File: config.mk
export PLATFORM = sky130hd
export DESIGN_NAME = cr_timer16
export DESIGN_NICKNAME = d
export VERILOG_FILES = /design/src/rtl/crt_pkg.sv /design/src/rtl/crt_edge_fsm.sv /design/src/rtl/crt_count_unit.sv /design/src/rtl/cr_timer16.sv
export SDC_FILE = /design/constraint.sdc
export NUM_CORES = 1
export LEC_CHECK = 0
export ABC_AREA = 1
export BUFFER_PORTS_ARGS = -buffer_cell sky130_fd_sc_hd__buf_2
export CAP_MARGIN = 15
export CORE_UTILIZATION = 60
export DETAILED_ROUTE_END_ITERATION = 7
export PLACE_DENSITY = 0.8
export SETUP_SLACK_MARGIN = 0.1
export SLEW_MARGIN = 30
export SYNTH_ARGS = -nofsm -noshare
export SYNTH_HDL_FRONTEND = slang
export SYNTH_SLANG_ARGS = --single-unit
File: constraint.sdc
create_clock -name clk -period 2.7 [get_ports clk]
set_input_delay 0.54 -clock clk [delete_from_list [all_inputs] [get_ports clk]]
set_output_delay 0.54 -clock clk [all_outputs]
set_load 0.02 [all_outputs]
File: src/rtl/crt_pkg.sv
package crt_pkg;
    typedef enum logic [1:0] {
        EDG_HIGH = 2'd0,
        EDG_FALL = 2'd1,
        EDG_LOW  = 2'd2
    } edge_state_e;

    localparam int BIT_OVF    = 7;
    localparam int BIT_EXT    = 6;
    localparam int BIT_RXSEL  = 5;
    localparam int BIT_TXSEL  = 4;
    localparam int BIT_EXEN   = 3;
    localparam int BIT_RUN    = 2;
    localparam int BIT_CTSEL  = 1;
    localparam int BIT_CAPSEL = 0;
endpackage

File: src/rtl/crt_edge_fsm.sv
module crt_edge_fsm
    import crt_pkg::*;
#(
    parameter int SYNC_STAGES = 2
) (
    input  logic clk,
    input  logic rst_n,
    input  logic pin_i,
    output logic fall_o
);
    logic [SYNC_STAGES-1:0] sync_q;
    logic                   sample;
    edge_state_e            state_q, state_d;

    always_ff @(posedge clk) begin
        if (!rst_n) sync_q <= '1;
        else        sync_q <= {sync_q[SYNC_STAGES-2:0], pin_i};
    end
    assign sample = sync_q[SYNC_STAGES-1];

    always_ff @(posedge clk) begin
        if (!rst_n) state_q <= EDG_HIGH;
        else        state_q <= state_d;
    end

    always_comb begin
        state_d = state_q;
        unique case (state_q)
            EDG_HIGH: if (!sample) state_d = EDG_FALL;
            EDG_FALL: state_d = sample ? EDG_HIGH : EDG_LOW;
            EDG_LOW:  if (sample)  state_d = EDG_HIGH;
            default:  state_d = EDG_HIGH;
        endcase
    end

    always_comb begin
        fall_o = (state_q == EDG_FALL);
    end


    one_event_chk: assert property (@(posedge clk) disable iff (!rst_n)
        fall_o |=> !fall_o);
endmodule

File: src/rtl/crt_count_unit.sv
module crt_count_unit #(
    parameter int CNT_W = 16,
    localparam int BYTES = CNT_W / 8
) (
    input  logic             clk,
    input  logic             rst_n,
    input  logic             count_evt,
    input  logic             baud_mode,
    input  logic             cap_sel,
    input  logic             trig_evt,
    input  logic [BYTES-1:0] cnt_wr_mask,
    input  logic [BYTES-1:0] rc_wr_mask,
    input  logic [7:0]       wdata,
    output logic [CNT_W-1:0] count_o,
    output logic [CNT_W-1:0] rc_o,
    output logic             ovf_evt_o
);
    logic [CNT_W-1:0] count_q, count_d, rc_q, rc_d;
    logic             reload_now, capture_now;

    assign ovf_evt_o   = count_evt && (count_q == '1);
    assign reload_now  = (ovf_evt_o && (baud_mode || !cap_sel)) ||
                         (trig_evt && !cap_sel && !baud_mode);
    assign capture_now = trig_evt && cap_sel && !baud_mode;

    always_comb begin
        if (reload_now)     count_d = rc_q;
        else if (count_evt) count_d = count_q + CNT_W'(1);
        else                count_d = count_q;
        for (int b = 0; b < BYTES; b++)
            if (cnt_wr_mask[b]) count_d[b*8 +: 8] = wdata;
    end

    always_comb begin
        rc_d = capture_now ? count_q : rc_q;
        for (int b = 0; b < BYTES; b++)
            if (rc_wr_mask[b]) rc_d[b*8 +: 8] = wdata;
    end

    always_ff @(posedge clk) begin
        if (!rst_n) begin
            count_q <= '0;
            rc_q    <= '0;
        end else begin
            count_q <= count_d;
            rc_q    <= rc_d;
        end
    end

    assign count_o = count_q;
    assign rc_o    = rc_q;


    hold_chk: assert property (@(posedge clk) disable iff (!rst_n)
        (!count_evt && !trig_evt && cnt_wr_mask == '0) |=> $stable(count_q));

    ovf_reload_chk: assert property (@(posedge clk) disable iff (!rst_n)
        (ovf_evt_o && (baud_mode || !cap_sel) && cnt_wr_mask == '0 && rc_wr_mask == '0)
        |=> count_q == $past(rc_q));

    capture_chk: assert property (@(posedge clk) disable iff (!rst_n)
        (trig_evt && cap_sel && !baud_mode && rc_wr_mask == '0)
        |=> rc_q == $past(count_q));
endmodule

File: src/rtl/cr_timer16.sv
module cr_timer16
    import crt_pkg::*;
#(
    parameter int CNT_W       = 16,
    parameter int SYNC_STAGES = 2,
    parameter int ADDR_W      = 3
) (
    input  logic              clk,
    input  logic              rst_n,
    input  logic [ADDR_W-1:0] bus_addr,
    input  logic              bus_wr,
    input  logic [7:0]        bus_wdata,
    output logic [7:0]        bus_rdata,
    input  logic              cnt_pin,
    input  logic              trig_pin,
    input  logic              dcen,
    output logic              irq,
    output logic              baud_tick
);
    localparam int BYTES = CNT_W / 8;

    logic [7:0]       ctrl_q, ctrl_d;
    logic             ctrl_wr, baud_mode, count_evt, trig_evt;
    logic             cnt_fall, trig_fall, ovf_evt, tick_q;
    logic [BYTES-1:0] cnt_wr_mask, rc_wr_mask;
    logic [CNT_W-1:0] count_v, rc_v;

    crt_edge_fsm #(.SYNC_STAGES(SYNC_STAGES)) u_cnt_edge (
        .clk(clk), .rst_n(rst_n), .pin_i(cnt_pin), .fall_o(cnt_fall));
    crt_edge_fsm #(.SYNC_STAGES(SYNC_STAGES)) u_trig_edge (
        .clk(clk), .rst_n(rst_n), .pin_i(trig_pin), .fall_o(trig_fall));

    assign ctrl_wr   = bus_wr && (bus_addr == '0);
    assign baud_mode = ctrl_q[BIT_RXSEL] | ctrl_q[BIT_TXSEL];
    assign count_evt = ctrl_q[BIT_RUN] && (ctrl_q[BIT_CTSEL] ? cnt_fall : 1'b1);
    assign trig_evt  = trig_fall && ctrl_q[BIT_EXEN];

    for (genvar b = 0; b < BYTES; b++) begin : g_lane
        assign cnt_wr_mask[b] = bus_wr && (bus_addr == ADDR_W'(1 + b));
        assign rc_wr_mask[b]  = bus_wr && (bus_addr == ADDR_W'(1 + BYTES + b));
    end

    crt_count_unit #(.CNT_W(CNT_W)) u_count (
        .clk(clk), .rst_n(rst_n), .count_evt(count_evt), .baud_mode(baud_mode),
        .cap_sel(ctrl_q[BIT_CAPSEL]), .trig_evt(trig_evt),
        .cnt_wr_mask(cnt_wr_mask), .rc_wr_mask(rc_wr_mask), .wdata(bus_wdata),
        .count_o(count_v), .rc_o(rc_v), .ovf_evt_o(ovf_evt));

    always_comb begin
        ctrl_d = ctrl_wr ? bus_wdata : ctrl_q;
        if (ovf_evt && !baud_mode) ctrl_d[BIT_OVF] = 1'b1;
        if (trig_evt)              ctrl_d[BIT_EXT] = 1'b1;
    end

    always_ff @(posedge clk) begin
        if (!rst_n) begin
            ctrl_q <= '0;
            tick_q <= 1'b0;
        end else begin
            ctrl_q <= ctrl_d;
            tick_q <= ovf_evt && baud_mode;
        end
    end

    always_comb begin
        bus_rdata = '0;
        if (bus_addr == '0) bus_rdata = ctrl_q;
        for (int b = 0; b < BYTES; b++) begin
            if (bus_addr == ADDR_W'(1 + b))         bus_rdata = count_v[b*8 +: 8];
            if (bus_addr == ADDR_W'(1 + BYTES + b)) bus_rdata = rc_v[b*8 +: 8];
        end
    end

    assign irq       = ctrl_q[BIT_OVF] | (ctrl_q[BIT_EXT] & ~dcen);
    assign baud_tick = tick_q;


    no_overflow_chk: assert property (@(posedge clk) disable iff (!rst_n)
        (baud_mode && !ctrl_q[BIT_OVF] && !ctrl_wr) |=> !ctrl_q[BIT_OVF]);

    tick_mode_chk: assert property (@(posedge clk) disable iff (!rst_n)
        baud_tick |-> $past(baud_mode));

    ovf_sticky_chk: assert property (@(posedge clk) disable iff (!rst_n)
        (ctrl_q[BIT_OVF] && !ctrl_wr) |=> ctrl_q[BIT_OVF]);

    ext_ignored_chk: assert property (@(posedge clk) disable iff (!rst_n)
        (!ctrl_q[BIT_EXEN] && !ctrl_q[BIT_EXT] && !ctrl_wr) |=> !ctrl_q[BIT_EXT]);
endmodule

==> results of run 1 <==
[flip-flops by register name, summed over array words and instances (netlist names)]
signal               count
u_count.count_o         16
ctrl_q                   8
u_trig_edge.sync_q       2
u_trig_edge.state_q      2
u_count.rc_o            16
baud_tick                1
u_cnt_edge.sync_q        2
u_cnt_edge.state_q       2
[routing by layer]
layer | wire length [um] | share of wire [%] | global-route usage [%]
met1 | 3695 | 40 | 48.89
met3 | 1064 | 11 | 6.768
met5 | 0 | 0 | 0
met2 | 4110 | 44 | 56.07
met4 | 391 | 4.2 | 16.12
[Yosys cell counts, types with 3 or more instances]
library cell  number
a21oi_1           36
a31oi_1            9
clkbuf_1           5
dfxtp_1           49
inv_1             70
inv_2              4
nand2_1          104
nand2_4            3
nand3_1           40
nand4_1            6
nor2_1            30
nor2_2             4
nor2_4             3
o211ai_1           9
o21ai_0           37
o22ai_1            6
or2_2              4
xor2_1             7
[power breakdown]
part / switching [uW] / internal (uW) / leakage (uW) / total, uW
sequential: 21.9 / 744 / 0.000398 / 766
combinational: 119 / 50.9 / 0.000888 / 169
clock: 283 / 189 / 0.0000423 / 472
[worst max path at each step]
stage | from | endpoint | cells past startpoint
detailed placement | bus_addr[0] | bus_rdata[3] | 8
global route | bus_addr[0] | bus_rdata[3] | 8
floorplan | bus_addr[0] | bus_rdata[0] | 6
finish | bus_addr[0] | bus_rdata[6] | 8
global placement | bus_addr[1] | bus_rdata[0] | 7
CTS | bus_addr[0] | bus_rdata[3] | 8
[stage by stage]
stage	worst slack [ps]	total power, uW
floorplan	818.1	878.6
global placement	560.0	942.2
detailed placement	476.2	945.7
CTS	469.4	1407
global route	322.4	1458
finish	437.9	1407
[cell families (layout without fill, tap and decap cells)]
kind of cell,Yosys count,in the layout,synth area share (%)
and+or+nand+nor,207,207,32.52
buffers and inverters,85,114,11.12
xor gates and xnor gates,7,7,2.025
DFF,49,49,32.40
AOI/OAI and AO/OA,110,110,21.53
adders and majority gates,1,1,0.4132
[worst reg2reg max path: stages, from the launching register on]
cell and delay (ps):
dfxtp_1 440, ha_1 240, nand2_2 90, nor2_1 110
nand2_1 130, nor2_4 140, nand3_4 160, nand2_8 190
inv_4 90, nand2_1 70, nand3_1 60, a21oi_1 160
[cell type report]
| type | count | share of cell area [%] |
|---|---|---|
| clock buffers | 5 | 2.077 |
| clock inverters | 3 | 0.7931 |
| inverters | 78 | 8.988 |
| multi-input cells | 325 | 51.62 |
| flip-flops and latches | 49 | 29.61 |
| well taps | 67 | 2.530 |
| repair buffers | 28 | 4.381 |
==> impl_results.md, run 1 <==
- CP max stage delay: 270 ps
- Crit share post-route: 83.78%
- Cell taking the most area after synthesis: dfxtp_1
- Post-DP HPWL: 7.079 mm
- Max IR drop VDD: 288.0 uV
- Layout cells sized above 1: 14.96%
- Initial Utilization: 63.27%
- Post-Syn Instances: 459
- Area of the multi-input gates: 1710 um^2
- Vias/cell: 5.975
- Die Y: 73.04 um
- Placer congestion estimate: 1.072
- R2r setup slk: 760 ps
- Vias: 3,316
- Worst Hold Class: input port to register
- Crit Path Max Fanout: 6
- Final Critical Period: 2262 ps
- Initial antenna violation count: 0
- Critical path start-end classification: input port to primary output
- Final Hold Viols: 0
- Final max-slew violation count: 0
- R2r startpoint: u_count.count_o[0]
- Filler instances: 447
- Vias in the first global route: 2,834
- Root Buffer Master: clkbuf_8
- Seq/Total Area, Yosys: 32.40%
- Synth Register Bits: 49
- Area Growth Syn to Fin: 9.422%
- Worst Clk Skew: 4.167 ps
- Min-Delay Startpoint: trig_pin
- Worst Hold Depth: 2
- RSZ-0062 raised after global routing: no
- Die area: 5335 um^2
- Final instance area: 3313 um^2
- Nets: 505
- First drt pass iteration count: 8
- Worst Hold End: u_trig_edge.sync_q[0]
- CP Launch Type: input port
- Placed cell count: 547
- Delay-heaviest family, CP: buffers and inverters
- First-pass GRT wire length: 14.30 mm
- Post-synth EDFFs: 0
- Post-synth top flop: dfxtp_1
- Row cnt: 25
- Violated checks: design-rule violations
- Worst Path Required: 2160 ps
- R2R Path End: u_count.count_o[5]
- Placed Area: 3218 um^2
- Final setup viols: 0
- GR Util All Layers: 36.24%
- F_max: 442.1 MHz
- Pwr dens: 424.7 nW/um^2
- Top-area cell type share of the netlist area: 32.40%
- Post-Layout Cell Count: 555
- Post-CTS Setup Inserts: 0
- Reg clk slew, reported paths: 100 ps
- Worst rel slew slack: 64.56%
- Crit-path slowest cell: nor3_2
- Library cells used by synthesis: 42
- Share of synthesized registers carrying an async set or reset: 0%
- Pin count of the biggest net entering global routing: 24
- Num CTS Buffers: 5
- Clock sinks: 49
- I/O Buffers: 26
- Clk_lat worst skew: 320 ps
- WL/cell: 16.69 um
- Top cells by area, synth: dfxtp_1 (32%), nand2_1 (13%), inv_1 (8.7%)
- Gates resized, CTS repair: 0
- Fin util: 69.23%
- Aggregate routed wire length: 9.261 mm
- Status: finished with violations
- Worst r2r path cells: 11
- H-tree levels: 2
- Ant. Diodes: 0
- GRT Residual Overflow: 0
- Commonest cells after routing, fill and taps aside: nand2_1 (104), inv_1 (70), dfxtp_1 (49)
- Core ar.: 4786 um^2
- Critical path buffers and inverters: 4
- YS warnings: 0
- Most common cell after layout, fill and taps aside: nand2_1
- # IOs: 27
- Syn Std Cell Area: 3028 um^2
- Number of max-cap violations: 0
- Syn Area/Cell: 6.597 um^2
- Clock Path Buffers: 2
- Register area: 980.9 um^2
- Crit path DAT: 1720 ps
- Syn_nets: 477
- DR iter-0 viols: 450
- Crit path cell chain: buf_2 > inv_1 > nor3_2 > inv_1 > o22ai_1 > a21oi_1 > o211ai_1 > buf_2
- Worst-Margin Slew: 530.1 ps
- Die Wd: 73.04 um
- Final antenna-violating net count: 0
- Residual DRC count: 3
- Hold WS: 399.2 ps
- CTS tree: yes
- Setup TNS: 0 ps
- Worst setup EP type: primary output
- # hold bufs at CTS: 0
- Leak: 0.001328 uW
No activity file was read; power rests on OpenSTA's default activity.
==> run 2, diff against run 1 <==
Clock period 2.7 ns to 2.4 ns, I/O delays scaled along.
==> run 2 against run 1 <==
Net effect:
- the run now ends clean
- clock power up 10%
- register-to-register slack got worse by 300 ps
- first-iteration DRC count shrank 25%
- critical path depth unchanged
- combinational power up 14%
- cell count is 0.54% higher
- worst hold slack worse by 46 ps
- sequential cell count is the same
- total power grew 12%
- worst setup slack worse by 160 ps
- via count barely moved
- critical endpoint unchanged
==> impl_results.md, run 2 (synthesis results as in run 1) <==
- Vias: 3,314
- R2r setup slk: 460 ps
- Layout cells sized above 1: 15.48%
- Residual DRC count: 0
- Final Critical Period: 2126 ps
- Most common cell after layout, fill and taps aside: nand2_1
- Final Hold Viols: 0
- First drt pass iteration count: 5
- Number of max-cap violations: 0
- Leak: 0.001347 uW
- Initial antenna violation count: 0
- Status: finished clean
- Vias in the first global route: 3,011
- Top sig layer: met4
- Critical path start-end classification: input port to primary output
- Worst-Margin Slew: 499.7 ps
- Post-DP HPWL: 7.123 mm
- Crit path DAT: 1650 ps
- GR Util All Layers: 37.83%
- Final setup viols: 0
- Gates resized, CTS repair: 0
- WL/cell: 16.77 um
- Final antenna-violating net count: 0
- Max IR drop VDD: 357.6 uV
- Crit-path slowest cell: nor3_2
- Setup TNS: 0 ps
- Die Wd: 73.04 um
- Crit share post-route: 88.57%
- Placed cell count: 550
- Reg clk slew, reported paths: 100 ps
- Fin util: 69.67%
- Initial Utilization: 63.27%
- CP max stage delay: 270 ps
- Pwr dens: 471.9 nW/um^2
- Vias/cell: 5.939
- Root Buffer Master: clkbuf_8
- Worst rel slew slack: 66.60%
- Met1 wire length: 3.739 mm
- First-pass GRT wire length: 14.98 mm
- Row cnt: 25
- Placer congestion estimate: 1.049
- Met2 WL: 4.159 mm
- F_max: 470.4 MHz
- DR iter-0 viols: 338
- Worst setup EP type: primary output
- GRT Residual Overflow: 0
- DR WL met3: 1.097 mm
- Clock sinks: 49
- CTS tree: yes
- Ant. Diodes: 0
- Commonest cells after routing, fill and taps aside: nand2_1 (104), inv_1 (70), dfxtp_1 (49)
- Worst Clk Skew: 16.12 ps
- # IOs: 27
- Final max-slew violation count: 0
- Worst Path Required: 1920 ps
- Clk_lat worst skew: 310 ps
- Clock Path Buffers: 2
- Post-Layout Cell Count: 558
- CP Launch Type: input port
- Crit Path Max Fanout: 6
- Core ar.: 4786 um^2
- Die area: 5335 um^2
- RSZ-0062 raised after global routing: no
- Aggregate routed wire length: 9.355 mm
- H-tree levels: 2
- Area Growth Syn to Fin: 10.12%
- Worst Hold Class: input port to register
- # hold bufs at CTS: 0
- Crit path cell chain: buf_2 > inv_1 > nor3_2 > inv_1 > o22ai_1 > a21oi_1 > o211ai_1 > buf_2
- Num CTS Buffers: 5
- Post-CTS Setup Inserts: 0
- Die Y: 73.04 um
- Pin count of the biggest net entering global routing: 24
- I/O Buffers: 26
- Nets: 508
-- run 2: cell count changes in the layout (fill, tap and decap cells not counted) --
cell,delta
clkinv_4,+1
clkinvlp_4,-1
buf_4,+3
inv_8,-1
inv_6,+1
-- run 2: critical path, delay by kind of cell --
| family | cells | cell delay [ps] |
|---|---|---|
| buf+inv | 4 | 560 |
| simple gates | 1 | 270 |
| compound gates | 3 | 340 |
-- run 2: path summary, 6_finish.rpt --
check / depth (start not counted) / endpoint / startpoint
setup / recovery: 8 / bus_rdata[6] / bus_addr[0]
hold / removal: 2 / u_cnt_edge.sync_q[0] / cnt_pin
setup reg to reg: 11 / u_count.count_o[5] / u_count.count_o[0]
hold reg to reg: 1 / u_cnt_edge.sync_q[1] / u_cnt_edge.sync_q[0]
-- run 2: power breakdown --
group / switching [uW] / internal [uW]
clock network: 309 / 211
logic: 135 / 58.2
registers: 23.6 / 837
total: 467 / 1110
-- run 2: area by class of cell --
type	count	area [um^2]
Clock buffer	5	68.82
Clock inverter	3	25.02
Fill cell	438	1451
Inverter	78	297.8
Multi-Input combinational cell	325	1710
Sequential cell	49	980.9
Tap cell	67	83.83
Timing Repair Buffer	31	167.7
-- run 2: stage by stage --
stage	power [uW]	hold slack [ps]	worst slack, ps	instance area, um^2
6_report	1574	353.0	274.2	3334
5_1_grt	1637	342.5	140.6	3334
4_1_cts	1570	351.1	312.9	3334
3_5_place_dp	1064	402.2	322.2	3241
3_3_place_gp	1061	394.2	381.7	3241
2_1_floorplan	988.4	392.5	638.1	3028
-- run 2: routing by layer --
layer,global-route usage (%),vias to the layer above
li1,-,1577
met1,48.21,1512
met2,58.64,187
met3,10.22,38
met4,18.08,0
met5,4.040,-
==> run 3, diff against run 2 <==
Clock period 2.4 ns to 2 ns, I/O delays scaled along.
==> run 3 against run 2 <==
Net effect:
- die area unchanged
- first-iteration DRC count up 32%
- combinational power up 36%
- register-to-register slack worse by 250 ps
- clock power up 23%
- total power up 23%
- wire length up 6.5%
- via count up 5.5%
- sequential power up 20%
- critical path depth down 2
- utilization up 4.1 points
- cell count up 2.5%
- largest cell class unchanged
==> impl_results.md, run 3 (synthesis results as in run 1) <==
- Crit share post-route: 96.32%
- GR Util met1: 48.76%
- GRT Residual Overflow: 0
- Crit path cell chain: buf_2 > clkinvlp_4 > nor3_2 > a221oi_1 > nand3_1 > buf_2
- Setup TNS: 0 ps
- Post-Place Setup Slack: 80.68 ps
- Worst-Margin Slew: 561.6 ps
- Worst rel slew slack: 62.46%
- Net Sw Frac: 30.54%
- RSZ-0062 raised after global routing: yes
- Max IR drop VDD: 507.6 uV
- Final setup viols: 0
- # IOs: 27
- I/O Buffers: 26
- Clock power share: 33.1%
- Status: finished clean
- Leak: 0.001421 uW
- Number of max-cap violations: 0
- Setup ws final: 73.56 ps
- Cell-internal power: 1344 uW
- Crit Path Max Fanout: 4
- Crit path DAT: 1530 ps
- Critical path start-end classification: input port to primary output
- Cell mode on critical path: buf_2
- Placer congestion estimate: 1.066
- Aggregate routed wire length: 9.962 mm
- Vias/cell: 6.110
- Area Growth Syn to Fin: 16.65%
- Die area: 5335 um^2
- Worst Hold Class: input port to register
- # hold bufs at CTS: 0
- Crit-path slowest cell: nor3_2
- Initial Utilization: 63.27%
- Pin count of the biggest net entering global routing: 23
- Clk_lat worst skew: 320 ps
- Final max-slew violation count: 0
- Reg power frac: 53.4%
- Vias: 3,495
- Die Y: 73.04 um
- Nets: 522
- Row cnt: 25
- Clock sinks: 49
- Clock Path Buffers: 2
- Most common cell after layout, fill and taps aside: nand2_1
- Final Hold Viols: 0
- F_max: 519.1 MHz
- First drt pass iteration count: 6
- Placed Area: 3286 um^2
- Ant. Diodes: 0
- DR iter-0 viols: 446
- WL/cell: 17.42 um
- Pwr dens: 547.6 nW/um^2
- GRT busiest layer: met2
- Commonest cells after routing, fill and taps aside: nand2_1 (103), inv_1 (65), dfxtp_1 (46)
- First-pass GRT wire length: 14.70 mm
- Hold WS: 268.8 ps
- GR Util All Layers: 37.20%
- Met2 Track Usage GR: 59.57%
- CTS tree: yes
- CP max stage delay: 380 ps
- Core ar.: 4786 um^2
- Sw power: 590.8 uW
- Worst Path Required: 1600 ps
- Final Critical Period: 1926 ps
- Layout cells sized above 1: 20.99%
- Logic gate share of total power: 13.5%
- Final instance area: 3532 um^2
- R2r setup slk: 210 ps
- H-tree levels: 2
- Total power: 1934 uW
- Final antenna-violating net count: 0
- CP Launch Type: input port
- Post-DP HPWL: 7.233 mm
- Met3 Use GR: 7.320%
- Initial antenna violation count: 0
- Root Buffer Master: clkbuf_8
- Worst setup EP type: primary output
- Residual DRC count: 0
- Worst Clk Skew: 9.429 ps
- Num CTS Buffers: 5
- Die Wd: 73.04 um
- Reg clk slew, reported paths: 100 ps
- Vias in the first global route: 2,975
==> run 3: cell types whose count changed in the layout (fill, tap and decap cells not counted), sizes merged <==
| cell | delta |
|---|---|
| inv | -1 |
| clkinvlp | +2 |
| buf | +11 |
| nor3 | +1 |
| clkbuf | +1 |
==> run 3: power by group through the flow <==
| stage | sequential (uW) | combinational, uW | clock [uW] |
|---|---|---|---|
| after floorplan | 1040 | 143 | 0 |
| after global placement | 1050 | 227 | 0 |
| after detailed placement | 1050 | 230 | 0 |
| after CTS | 1030 | 237 | 642 |
| after global routing | 1040 | 280 | 672 |
| final | 1030 | 262 | 640 |
==> run 3: repair_timing <==
item | in CTS | in global routing
buffers inserted | 2 | 4
pin swaps | 1 | 4
endpoints found under the setup margin | 4 | 24
resized for setup | 4 | 24
gates cloned | 0 | 2
==> run 3: area by class of cell <==
type	count	area (um^2)
tap	67	83.83
timing repair buffer	43	287.8
sequential	49	984.7
timing repair inverter	1	3.754
fill	416	1254
inverter	78	301.5
clock buffer	5	68.82
multi-input combinational	326	1775
clock inverter	3	26.28
==> run 3: stage by stage <==
step	instances	utilization (%)
floorplan	459	-
global placement	556	68.65
detailed placement	556	68.65
CTS	566	71.27
global route	572	73.80
finish	572	73.80
==> run 3: per-layer routing <==
metal / share of wire, % / wire length [um]
met5: 0 / 0
met4: 4.3 / 431
met3: 12 / 1206
met2: 44 / 4417
met1: 39 / 3907
==> run 3: path summary, 6_finish.rpt <==
path / end / cells past startpoint / from
max reg2reg: u_count.count_o[13] / 11 / u_count.count_o[1]
max: bus_rdata[4] / 6 / bus_addr[0]
min reg2reg: u_cnt_edge.sync_q[1] / 1 / u_cnt_edge.sync_q[0]
min: u_cnt_edge.sync_q[0] / 2 / cnt_pin
==> run 3: critical path: cells and delay by family <==
family / cells / cell delay, ps
and+or+nand+nor: 2 / 480
buffers and inverters: 3 / 480
AOI/OAI and AO/OA: 1 / 160
